===== src/rtl/smb_pec_pkg.sv =====
// Package: shared CRC width and the single-byte CRC step function.
// Assumes MSB-first bit order and a non-reflected polynomial.
package smb_pec_pkg;
    localparam int CRC_W = 8;

    // One byte folded into the running code, one bit per loop pass.
    function automatic logic [CRC_W-1:0] crc_step(
        input logic [CRC_W-1:0] cur,
        input logic [CRC_W-1:0] dat,
        input logic [CRC_W-1:0] poly
    );
        logic [CRC_W-1:0] c;
        c = cur ^ dat;
        for (int i = 0; i < CRC_W; i++) begin
            c = c[CRC_W-1] ? ((c << 1) ^ poly) : (c << 1);
        end
        return c;
    endfunction
endpackage


===== src/rtl/pec_crc_accum.sv =====
// Running CRC register. A start pulse resets the base to INIT.
// If a start pulse and a byte strobe coincide, the byte is folded into INIT.
// Assumes byte_vld is a one-cycle strobe per byte.
module pec_crc_accum
    import smb_pec_pkg::*;
#(
    parameter logic [CRC_W-1:0] POLY = 8'h07,
    parameter logic [CRC_W-1:0] INIT = 8'h00
) (
    input  logic             clk,
    input  logic             rst_n,
    input  logic             clr,
    input  logic             vld,
    input  logic [CRC_W-1:0] dat,
    output logic [CRC_W-1:0] crc_q,
    output logic [CRC_W-1:0] crc_base
);
    logic [CRC_W-1:0] crc_nxt;

    // Value the incoming byte is compared against and folded into.
    always_comb begin
        crc_base = clr ? INIT : crc_q;
        crc_nxt  = crc_step(crc_base, dat, POLY);
    end

    // Register update: fold on a strobe, clear on a bare start.
    always_ff @(posedge clk) begin
        if (!rst_n)   crc_q <= INIT;
        else if (vld) crc_q <= crc_nxt;
        else if (clr) crc_q <= INIT;
    end
endmodule


===== src/rtl/pec_rd_check.sv =====
// Read-side compare and sticky error flags.
// The device-error and CRC-error flags are built as two copies of one
// sticky cell; a set in the same cycle as a clear wins.
// Assumes chk_en is high for exactly the final read byte in a legal mode.
module pec_rd_check
    import smb_pec_pkg::*;
#(
    parameter int N_FLAGS = 2
) (
    input  logic               clk,
    input  logic               rst_n,
    input  logic               chk_en,
    input  logic [CRC_W-1:0]   rx_byte,
    input  logic [CRC_W-1:0]   exp_byte,
    input  logic [N_FLAGS-1:0] flag_clr,
    output logic [N_FLAGS-1:0] flag_q
);
    logic mismatch;

    // Compare the received code with the running code before the byte.
    always_comb mismatch = chk_en && (rx_byte != exp_byte);

    for (genvar g = 0; g < N_FLAGS; g++) begin : g_flag
        // Sticky flag: set on mismatch, else clear on its strobe.
        always_ff @(posedge clk) begin
            if (!rst_n)           flag_q[g] <= 1'b0;
            else if (mismatch)    flag_q[g] <= 1'b1;
            else if (flag_clr[g]) flag_q[g] <= 1'b0;
        end
    end
endmodule


===== src/rtl/pec_tx_sel.sv =====
// Mode decode: picks the byte to append on writes and flags an illegal
// mode combination. Purely combinational.
module pec_tx_sel
    import smb_pec_pkg::*;
(
    input  logic             auto_en,
    input  logic             sw_pec_en,
    input  logic             rd_dir,
    input  logic [CRC_W-1:0] crc,
    input  logic [CRC_W-1:0] sw_val,
    output logic [CRC_W-1:0] pec_out,
    output logic             pec_append,
    output logic             cfg_err
);
    // The automatic mode always overrides the software register.
    always_comb begin
        pec_out    = auto_en ? crc : sw_val;
        pec_append = auto_en && !rd_dir;
        cfg_err    = auto_en && sw_pec_en;
    end
endmodule


===== src/rtl/smb_pec_engine.sv =====
// Top: automatic SMBus packet error code engine.
// Keeps a CRC over all strobed bytes, offers it for appending on writes,
// checks the final read byte, and holds sticky error flags.
// Assumes the shifter strobes every wire byte except an appended write PEC.
module smb_pec_engine
    import smb_pec_pkg::*;
#(
    parameter logic [CRC_W-1:0] POLY = 8'h07,
    parameter logic [CRC_W-1:0] INIT = 8'h00
) (
    input  logic             clk,
    input  logic             rst_n,
    input  logic             txn_start,
    input  logic             byte_vld,
    input  logic [CRC_W-1:0] byte_dat,
    input  logic             byte_last,
    input  logic             rd_dir,
    input  logic             auto_en,
    input  logic             sw_pec_en,
    input  logic [CRC_W-1:0] sw_pec_val,
    input  logic             dev_err_clr,
    input  logic             crc_err_clr,
    output logic [CRC_W-1:0] crc_out,
    output logic [CRC_W-1:0] pec_out,
    output logic             pec_append,
    output logic             cfg_err,
    output logic             dev_err,
    output logic             crc_err
);
    localparam int N_FLAGS = 2;

    logic [CRC_W-1:0]   crc_base;
    logic               chk_en;
    logic [N_FLAGS-1:0] flags;

    pec_crc_accum #(.POLY(POLY), .INIT(INIT)) u_accum (
        .clk(clk), .rst_n(rst_n), .clr(txn_start), .vld(byte_vld),
        .dat(byte_dat), .crc_q(crc_out), .crc_base(crc_base)
    );

    pec_tx_sel u_sel (
        .auto_en(auto_en), .sw_pec_en(sw_pec_en), .rd_dir(rd_dir),
        .crc(crc_out), .sw_val(sw_pec_val), .pec_out(pec_out),
        .pec_append(pec_append), .cfg_err(cfg_err)
    );

    // Check only the final read byte in legal automatic mode.
    always_comb chk_en = byte_vld && byte_last && rd_dir && auto_en && !cfg_err;

    pec_rd_check #(.N_FLAGS(N_FLAGS)) u_chk (
        .clk(clk), .rst_n(rst_n), .chk_en(chk_en), .rx_byte(byte_dat),
        .exp_byte(crc_base), .flag_clr({crc_err_clr, dev_err_clr}),
        .flag_q(flags)
    );

    // Flag fan-out: bit 0 device error, bit 1 CRC error.
    always_comb begin
        dev_err = flags[0];
        crc_err = flags[1];
    end
endmodule


===== config.mk =====
export PLATFORM = sky130hd
export DESIGN_NAME = smb_pec_engine
export DESIGN_NICKNAME = d
export VERILOG_FILES = /design/src/rtl/smb_pec_pkg.sv /design/src/rtl/pec_crc_accum.sv /design/src/rtl/pec_rd_check.sv /design/src/rtl/pec_tx_sel.sv /design/src/rtl/smb_pec_engine.sv
export SDC_FILE = /design/constraint.sdc
export NUM_CORES = 1
export LEC_CHECK = 0
export BUFFER_PORTS_ARGS = -buffer_cell sky130_fd_sc_hd__buf_4
export CAP_MARGIN = 20
export CORE_MARGIN = 3
export CORE_UTILIZATION = 30
export DETAILED_ROUTE_END_ITERATION = 6
export PLACE_DENSITY_LB_ADDON = 0.2
export REMOVE_ABC_BUFFERS = 1
export SLEW_MARGIN = 10
export SYNTH_ARGS = -nofsm -noshare
export SYNTH_HDL_FRONTEND = slang
export SYNTH_HIERARCHICAL = 1
export SYNTH_SLANG_ARGS = --single-unit

===== constraint.sdc =====
create_clock -name clk -period 3.8 [get_ports clk]
set_input_delay 0.19 -clock clk [delete_from_list [all_inputs] [get_ports clk]]
set_output_delay 0.19 -clock clk [all_outputs]
set_load 0.005 [all_outputs]

Word level (Yosys, flattened, before mapping)
Cells that the tools add are included.

word-level totals
  bits in registers = 10
  input bits = 26
  output and inout bits = 20
  word-level logic and storage cells = 39

operators by class
  eq/ne operators = 1
  mux-type cells = 15
  bitwise gates (word level) = 9
  reductions and logical operators = 11

operators by type and width
  operator             number
  $mux W3              8
  $mux W8              3
  $not A3 Y3           8
  $ne A8 B8 Y1         1
  $xor A8 B8 Y8        1
  $logic_and A1 B1 Y1  7
  $mux W1              4
  $reduce_bool A2 Y1   2
  $logic_not A1 Y1     2

Longest topological paths before layout
Gate-level depths: netlist of run 1.

  depth in word-level cells = 19
  gate-level depth with buffers = 7
  mapped depth without buffers = 6

Modules after synthesis
Netlist of run 1, hierarchy kept.

by module, submodules not included
  module          times used  cells an instance  area an instance (um^2)  sequential area each (um^2)
  pec_crc_accum   1           74                 709.4                    160.2
  pec_rd_check    1           18                 156.4                    40.0
  pec_tx_sel      1           11                 143.9                    0.0
  smb_pec_engine  1           2                  17.5                     0.0

Worst setup path before layout of run 1
Ideal clock, no wire load.

  path type = reg-to-reg
  from = reg u_accum.crc_q[7]
  to = reg u_accum.crc_q[2]
  library setup time = 60 ps
  arrival = 1,691 ps
  data required time = 3,740 ps
  slack = 2,050 ps
  stages on the path, launching flop included = 8
  path buffers = 1
  period minus slack after synthesis = 1,750 ps
  cells stage by stage = dfxtp_1 > buf_6 > xor2_2 > mux2i_1 > xor2_1 > xnor3_1 > a21o_1 > nand2_1

between the ends
  word-level cells in the longest chain between the ends = 7
  elaborated cells between the ends (all ways) = 9
  those cells by class = 6 x mux; 3 x bitwise

ends and longest elaborated chain
  what                                                    RTL line             source
  from (decl)                                             pec_crc_accum.sv:15  output logic [CRC_W-1:0] crc_q,
  from (signal assigned)                                  pec_crc_accum.sv:29  else if (vld) crc_q <= crc_nxt;
  $mux W8 (*)                                             --
  $xor A8 B8 Y8 (*)                                       smb_pec_pkg.sv:13    c = cur ^ dat;
  $mux W3 (*)                                             smb_pec_pkg.sv:15    c = c[CRC_W-1] ? ((c << 1) ^ poly) : (c << 1);
  $mux W3 / $not A3 Y3 (equally long branches)            --
  $not A3 Y3 (no line) / $mux W3 (equally long branches)  --
  $mux W3 (*)                                             smb_pec_pkg.sv:15
  $mux W8 (*)                                             pec_crc_accum.sv:29

Every way passes the cells marked *; elsewhere a longest branch is shown, timed or not.
A chain may end at the register's enable or synchronous reset.

Worst setup path after layout of run 1
Same ends and word-level chain as after synthesis.

==> results.txt, run 1 <==
Traced cell by cell, the critical path runs through xor2_2, mux2i_1, xor2_1, xnor3_1, a21o_1, nand2_1. The number of remaining DRC errors is 0. The TritonCTS clock tree is yes. The number of nets in the finished design came out at 177. The post-route clock skew came out at 0.00417 ns.

The total vias in the final route came out at 865. The HPWL after detailed placement is 1900 microns. In this run, CTS created clock tree buffers numbering 3. The first-pass iteration count of the detailed router is 4. The number of pins with negative max-slew slack in the final report came out at 0.

Synthesis inferred 10 register bits. The fraction of the cycle the final worst path needs is 49.1%. The clock reaches the later pin of the worst-skew pair after 0.27 ns. The remaining antenna violation count after routing is 0. In this run the count of I/O pins placed on the die edge is 46. The setup violation total in the final timing report is 0. The synthesized instance count is 105. CTS built an H-tree with a depth of 1. The worst slew slack as a fraction of its limit is 75.5%. The cell area after layout came out at 1430 sq um. The leakage power figure came out at 0.000692 uW.

The arrival time of data at the critical path endpoint is 2.08 ns. The quantity of gates resized following cts is 0. In the final layout, the share of cells above drive strength 1 is 40.7%. The min-delay analysis places its worst path in the category in2reg. The largest net degree at the start of global routing came out at 16. The row count is 20.

The initial antenna violation count came out at 0. The vias per cell came out at 4.46. The y dimension of the die came out at 64.5 microns.

The per-cell routed wire length came out at 12.4 microns. The placeable core region is 3150 sq um. The floorplan die area is 4160 sq um.

The number of warnings reported in the yosys synthesis log came out at 6. In this run, post-CTS hold repair placed 0 buffers. The CTS clock-pin slew for the worst setup and hold paths is 0.07 ns. The number of DRC markers after the initial detailed-route iteration is 9. The cell family contributing the most delay on the critical path is XOR/XNOR gates. Max-cap violations in this run came to 0. The worst setup path is captured at a flop. The data required time of the critical path is 4.01 ns. The setup fix buffers added after clock tree synthesis is 0. The total inserted antenna cells is 0. The wire length of the first global-routing pass is 4060 microns. The worst setup slack after layout came out at 1.94 ns. The width of the die is 64.5 microns. The sum of overflow across all layers after global routing came out at 0. The initial utilization of the core area, before any placement, comes to 32.6%. The setup TNS came out at 0 ns. The clock period minus worst slack is 1.86 ns. The placed instance count came out at 190. The combined buffer and inverter count along the critical path is 0. The power per standard cell area came out at 349 nW/um^2.

The number of clock sinks seen by CTS is 10. The longest clock path from root to sink contains 2 buffers. The number of port buffers is 45. The largest stage delay on the critical path came out at 0.52 ns. Prior to clock tree synthesis, the placed netlist has a worst setup slack of 1.93 ns.

The total wire length after detailed routing is 2400 microns. The instance area at placement is 1390 sq um. The finished layout holds 194 standard cells, fillers aside. The global-route usage over all layers is 12.3%. The worst setup path category is reg2reg. Sequential cells were found to cover 19.5% of the synthesized design area. Each instance of the synthesized netlist takes up on average 9.78 sq um. Cells fill 45.2% of the core in the end. The unique cell type count in the Yosys netlist is 28. The number of global-route vias before repair is 882. Setup slack on the worst reg-to-reg path comes out at 1.94 ns. For this design, the slowest cell found on the critical path is sky130_fd_sc_hd__dfxtp_1. Derived from the worst setup path, the maximum achievable clock frequency is 536 MHz. The root buffer cell chosen for the clock tree is sky130_fd_sc_hd__clkbuf_4. The final-report hold violation count is 0. The largest vdd supply drop is 0.153 mV. The largest fanout of any net on the critical path came out at 9. The worst setup path is launched from a flop.

The signed area change from the synthesized netlist to the final layout came out at 38.9%. The run finished with clean final reports. The worst-margin pin slew is 0.365 ns. Routability-driven placement finished with a final weighted congestion of 0.731. Setup repair after global routing left no endpoint under its margin. The netlist area before placement came out at 1030 sq um.
==> registers in the layout (all words and copies together), names as in the netlist <==
signal / cells
u_accum/crc_q: 8
u_chk/flag_q: 2
==> cells by family (layout without fill, tap and decap cells) <==
family / count (synthesis) / after routing / share of synthesized area, %
mux: 12 / 12 / 15.7
flops: 10 / 10 / 19.5
xor+xnor: 32 / 32 / 34.7
compound gates: 9 / 9 / 6.33
simple gates: 35 / 35 / 19.7
buf+inv: 7 / 52 / 4.02
==> through the flow <==
step / hold WS (ns) / power (uW)
final: 0.222 / 498
after global routing: 0.220 / 540
after CTS: 0.212 / 509
after detailed placement: 0.475 / 404
after global placement: 0.464 / 400
after floorplan: 0.312 / 310
==> cell usage after synthesis <==
cell / n / area (sq um)
sky130_fd_sc_hd__nor2_1: 7 / 26.3
sky130_fd_sc_hd__o211a_1: 1 / 10.0
sky130_fd_sc_hd__dfxtp_1: 10 / 200
sky130_fd_sc_hd__mux2_2: 1 / 11.3
sky130_fd_sc_hd__a21o_1: 1 / 7.51
sky130_fd_sc_hd__inv_1: 3 / 11.3
sky130_fd_sc_hd__a22oi_1: 1 / 7.51
sky130_fd_sc_hd__clkbuf_1: 2 / 7.51
sky130_fd_sc_hd__a21oi_1: 1 / 5.00
sky130_fd_sc_hd__a31o_1: 2 / 17.5
sky130_fd_sc_hd__nor2b_4: 1 / 13.8
sky130_fd_sc_hd__nand3_1: 1 / 5.00
sky130_fd_sc_hd__nor2b_1: 11 / 68.8
sky130_fd_sc_hd__buf_6: 2 / 22.5
sky130_fd_sc_hd__and2_1: 4 / 25.0
sky130_fd_sc_hd__o211ai_1: 1 / 7.51
sky130_fd_sc_hd__nand2_1: 6 / 22.5
sky130_fd_sc_hd__or2b_1: 1 / 7.51
sky130_fd_sc_hd__nand4b_1: 1 / 8.76
sky130_fd_sc_hd__xnor3_1: 5 / 113
sky130_fd_sc_hd__xor2_1: 9 / 78.8
sky130_fd_sc_hd__xnor2_1: 17 / 149
sky130_fd_sc_hd__nor3b_2: 1 / 12.5
sky130_fd_sc_hd__o21ai_0: 2 / 10.0
sky130_fd_sc_hd__mux2i_1: 3 / 30.0
sky130_fd_sc_hd__mux2_4: 8 / 120
sky130_fd_sc_hd__nor4_1: 2 / 12.5
sky130_fd_sc_hd__xor2_2: 1 / 16.3
==> cells in the final DEF, fill, tap and decap left out, drive strengths merged, types with 3 or more instances in the layout <==
| cell | n |
|---|---|
| clkbuf | 4 |
| mux2 | 9 |
| inv | 3 |
| mux2i | 3 |
| and2 | 4 |
| xor2 | 10 |
| buf | 45 |
| xnor3 | 5 |
| xnor2 | 17 |
| nor2 | 7 |
| nand2 | 6 |
| nor2b | 12 |
| dfxtp | 10 |
==> final timing paths <==
check	start	to	cells past startpoint
max	u_accum/crc_q[7]	u_accum/crc_q[2]	6
min reg2reg	u_chk/flag_q[0]	u_chk/flag_q[0]	1
min	dev_err_clr	u_chk/flag_q[0]	3
max reg2reg	u_accum/crc_q[7]	u_accum/crc_q[2]	6
==> report_power, final <==
part / internal (uW) / switching (uW)
clock network: 58.2 / 40.0
logic: 162 / 96.7
registers: 120 / 20.5
==> routing by layer <==
layer	wire, microns	track usage, %
met2	1190	20.2
met4	16	2.37
met5	0	0
met1	1030	15.7
met3	153	4.16
==> worst reg2reg max path: stages, from the launching register on <==
cell and delay, ns:
sky130_fd_sc_hd__dfxtp_1 0.52, sky130_fd_sc_hd__xor2_2 0.19, sky130_fd_sc_hd__mux2i_1 0.22, sky130_fd_sc_hd__xor2_1 0.28, sky130_fd_sc_hd__xnor3_1 0.38, sky130_fd_sc_hd__a21o_1 0.19, sky130_fd_sc_hd__nand2_1 0.05
==> final cells by class <==
cell class / count / area, sq um
Inverter: 3 / 11.3
Fill cell: 331 / 1730
Clock buffer: 4 / 36.3
Multi-Input combinational cell: 88 / 786
Timing Repair Buffer: 45 / 338
Sequential cell: 10 / 200
Tap cell: 44 / 55.1
(Power assumes the default switching activity.)
==> run 2, diff against run 1 <==
==> constraint.sdc (replaced) <==
create_clock -name clk -period 1.68 [get_ports clk]
set_input_delay 0.084 -clock clk [delete_from_list [all_inputs] [get_ports clk]]
set_output_delay 0.084 -clock clk [all_outputs]
set_load 0.005 [all_outputs]
==> run 2 against run 1 <==
Worst setup slack worse by 1.8 ns. Maximum frequency is 18% higher. Sequential power is 120% higher.
==> results.txt, run 2 (synthesized netlist as in run 1, its figures left out) <==
The run finished with clean final reports. The worst slew slack as a fraction of its limit is 80.2% (+4.7 points). The starting density of the core is 32.6% (unchanged). The achievable frequency came out at 634 MHz (+18%). The data required time of the critical path was 1.89 ns (-2.12 ns). The maximum level of the CTS H-tree is 1 (unchanged). The placeable core region came out at 3150 sq um (unchanged). The remaining antenna violation count after routing is 0 (unchanged). STA classifies the critical path endpoint as a flop. The signal on the critical path passes through buf_4, xnor2_1, nor2_1, xnor2_2, xnor3_1, a21o_1, nand2_1. The final cell count without fillers came to 205 (+5.7%). TritonCTS built the clock tree. The setup violation total in the final timing report is 0 (unchanged).

The number of clock sinks seen by CTS came to 10 (unchanged). By startpoint and endpoint, the worst setup path is classified as reg2reg. The number of remaining DRC errors is 0 (unchanged). The width of the die is 64.5 microns (unchanged).

The global-route usage over all layers is 12.8% (+0.48 points). The clock period minus worst slack was 1.58 ns (-0.288 ns). The final weighted congestion in routability-driven placement is 0.745 (+1.9%). The share of cells above drive strength 1 is 47.8% (+7.2 points).

The vias per cell came out at 4.48 (+0.54%). Leaving out fill and tap cells, the most frequent cell in the layout is sky130_fd_sc_hd__buf_4. The total inserted antenna cells is 0 (unchanged). The number of flip-flops under the largest register name was 8 (unchanged).

The wire length of the first global-routing pass was 4150 microns (+2.0%). The total power consumption of the routed design is 1200 uW (+140%). The clock latency reported for the late side of the worst-skew pair came out at 0.27 ns (about the same).

The per-cell routed wire length came out at 12.6 microns (+2.4%). The number of pins with negative max-slew slack in the final report came out at 0 (unchanged). The row count was 20 (unchanged). The largest stage delay on the critical path came to 0.36 ns (-0.16 ns). The total wire length after detailed routing is 2590 microns (+8.2%). The largest net degree at the start of global routing is 16 (unchanged).

The reported max-cap violation count came out at 0 (unchanged). The power per standard cell area is 785 nW/um^2 (+130%). The y dimension of the die was 64.5 microns (unchanged). The number of hold buffers added after CTS is 0 (unchanged).

In the layout the commonest cells are sky130_fd_sc_hd__buf_4, sky130_fd_sc_hd__xnor2_1, sky130_fd_sc_hd__nor2b_1. The most flop-heavy register is u_accum/crc_q. The tree is rooted in a sky130_fd_sc_hd__clkbuf_4.

The floorplan die area is 4160 sq um (unchanged). The number of port buffers came to 45 (unchanged). The post-route clock skew came out at 0.000288 ns (-0.00388 ns). The arrival time of data at the critical path endpoint was 1.79 ns (-0.29 ns).

The number of I/O pins came out at 46 (unchanged). The largest vdd supply drop was 0.383 mV (+150%). The min-delay analysis places its worst path in the category in2reg.

The CTS clock-pin slew for the worst setup and hold paths is 0.06 ns (about the same). The total vias in the final route is 919 (+6.2%). The HPWL after detailed placement is 2070 microns (+8.9%). Setup repair after global routing left no endpoint under its margin.

The leakage power figure is 0.000759 uW (+9.7%). The largest registers in the layout are u_accum/crc_q: 8 flops, u_chk/flag_q: 2 flops. The kind of launch point of the worst setup path is a flop. The number of buffers on the longest clock path came to 2 (unchanged). The number of buffers created by CTS is 3 (unchanged).

The largest fanout of any net on the critical path was 8 (-1). The fraction of the cycle the final worst path needs is 93.8% (+45 points). The signed area change from the synthesized netlist to the final layout came out at 49.1%. The sum of overflow across all layers after global routing is 0 (unchanged).

The number of DRC markers after the initial detailed-route iteration is 10 (+1). The worst-margin pin slew is 0.295 ns (-0.0705 ns). The first-pass iteration count of the detailed router came out at 4 (unchanged). The number of nets in the finished design is 188 (+6.2%).

The initial antenna violation count came out at 0 (unchanged). The number of global-route vias before repair is 912 (+3.4%). The placed instance count is 201 (+5.8%).

The largest individual stage delay along the critical path comes from the cell sky130_fd_sc_hd__xnor3_1. The final-report hold violation count came to 0 (unchanged).
[run 2: cell count changes in the layout (fill, tap and decap cells not counted), moves of 2 or more]
| cell | previous run | this run |
|---|---|---|
| sky130_fd_sc_hd__nor4_1 | 2 | 0 |
| sky130_fd_sc_hd__dfxtp_2 | 0 | 2 |
| sky130_fd_sc_hd__buf_4 | 45 | 56 |
| sky130_fd_sc_hd__dfxtp_1 | 10 | 8 |
| sky130_fd_sc_hd__nor4_2 | 0 | 2 |
[run 2: final cells by class]
type	instances	area [sq um]
Clock buffer	4	36.3
Fill cell	318	1620
Inverter	3	11.3
Multi-Input combinational cell	88	806
Sequential cell	10	203
Tap cell	44	55.1
Timing Repair Buffer	56	420
[run 2: worst max-delay path, delay by kind of cell, from the launching register on]
kind | cells | cell delay [ns]
xor+xnor | 3 | 0.64
flops | 1 | 0.33
simple gates | 2 | 0.20
compound gates | 1 | 0.18
buf+inv | 1 | 0.16
[run 2: worst paths after layout]
check / cells after the start / startpoint / slack, ns / end
max: 7 / u_accum/crc_q[7] / 0.10 / u_accum/crc_q[2]
min: 3 / dev_err_clr / 0.12 / u_chk/flag_q[0]
max reg2reg: 7 / u_accum/crc_q[7] / 0.10 / u_accum/crc_q[2]
min reg2reg: 1 / u_chk/flag_q[0] / 0.49 / u_chk/flag_q[0]
[run 2: repair_timing]
item	in CTS	in global routing
resized for setup	0	5
setup endpoints to repair	0	5
buffers inserted	0	0
[run 2: report_power, final]
group	switching [uW]	total (uW)	internal (uW)	leakage (uW)
clock	84.8	217	132	0.0000210
sequential	36.9	311	274	0.0000829
combinational	254	675	421	0.000655
total	376	1200	826	0.000759
[run 2: metrics by stage]
step	cell area [sq um]	TNS, ns	setup WS (ns)	hold WS [ns]	util, %
3_3_place_gp	1470	0	0.0617	0.381	46.7
3_5_place_dp	1470	0	0.0445	0.392	46.7
6_report	1530	0	0.103	0.118	48.6
2_1_floorplan	997	-0.0834	-0.0834	0.198	-
4_1_cts	1510	0	0.0259	0.114	47.9
5_1_grt	1530	0	0.00366	0.103	48.6
[run 2: routing by layer]
metal | up-vias | GRT usage [%] | wire [microns]
met5 | - | 0 | 0
met3 | 0 | 4.51 | 172
met1 | 427 | 14.4 | 1110
met4 | 0 | 1.58 | 0
met2 | 30 | 23.6 | 1310
li1 | 462 | - | -
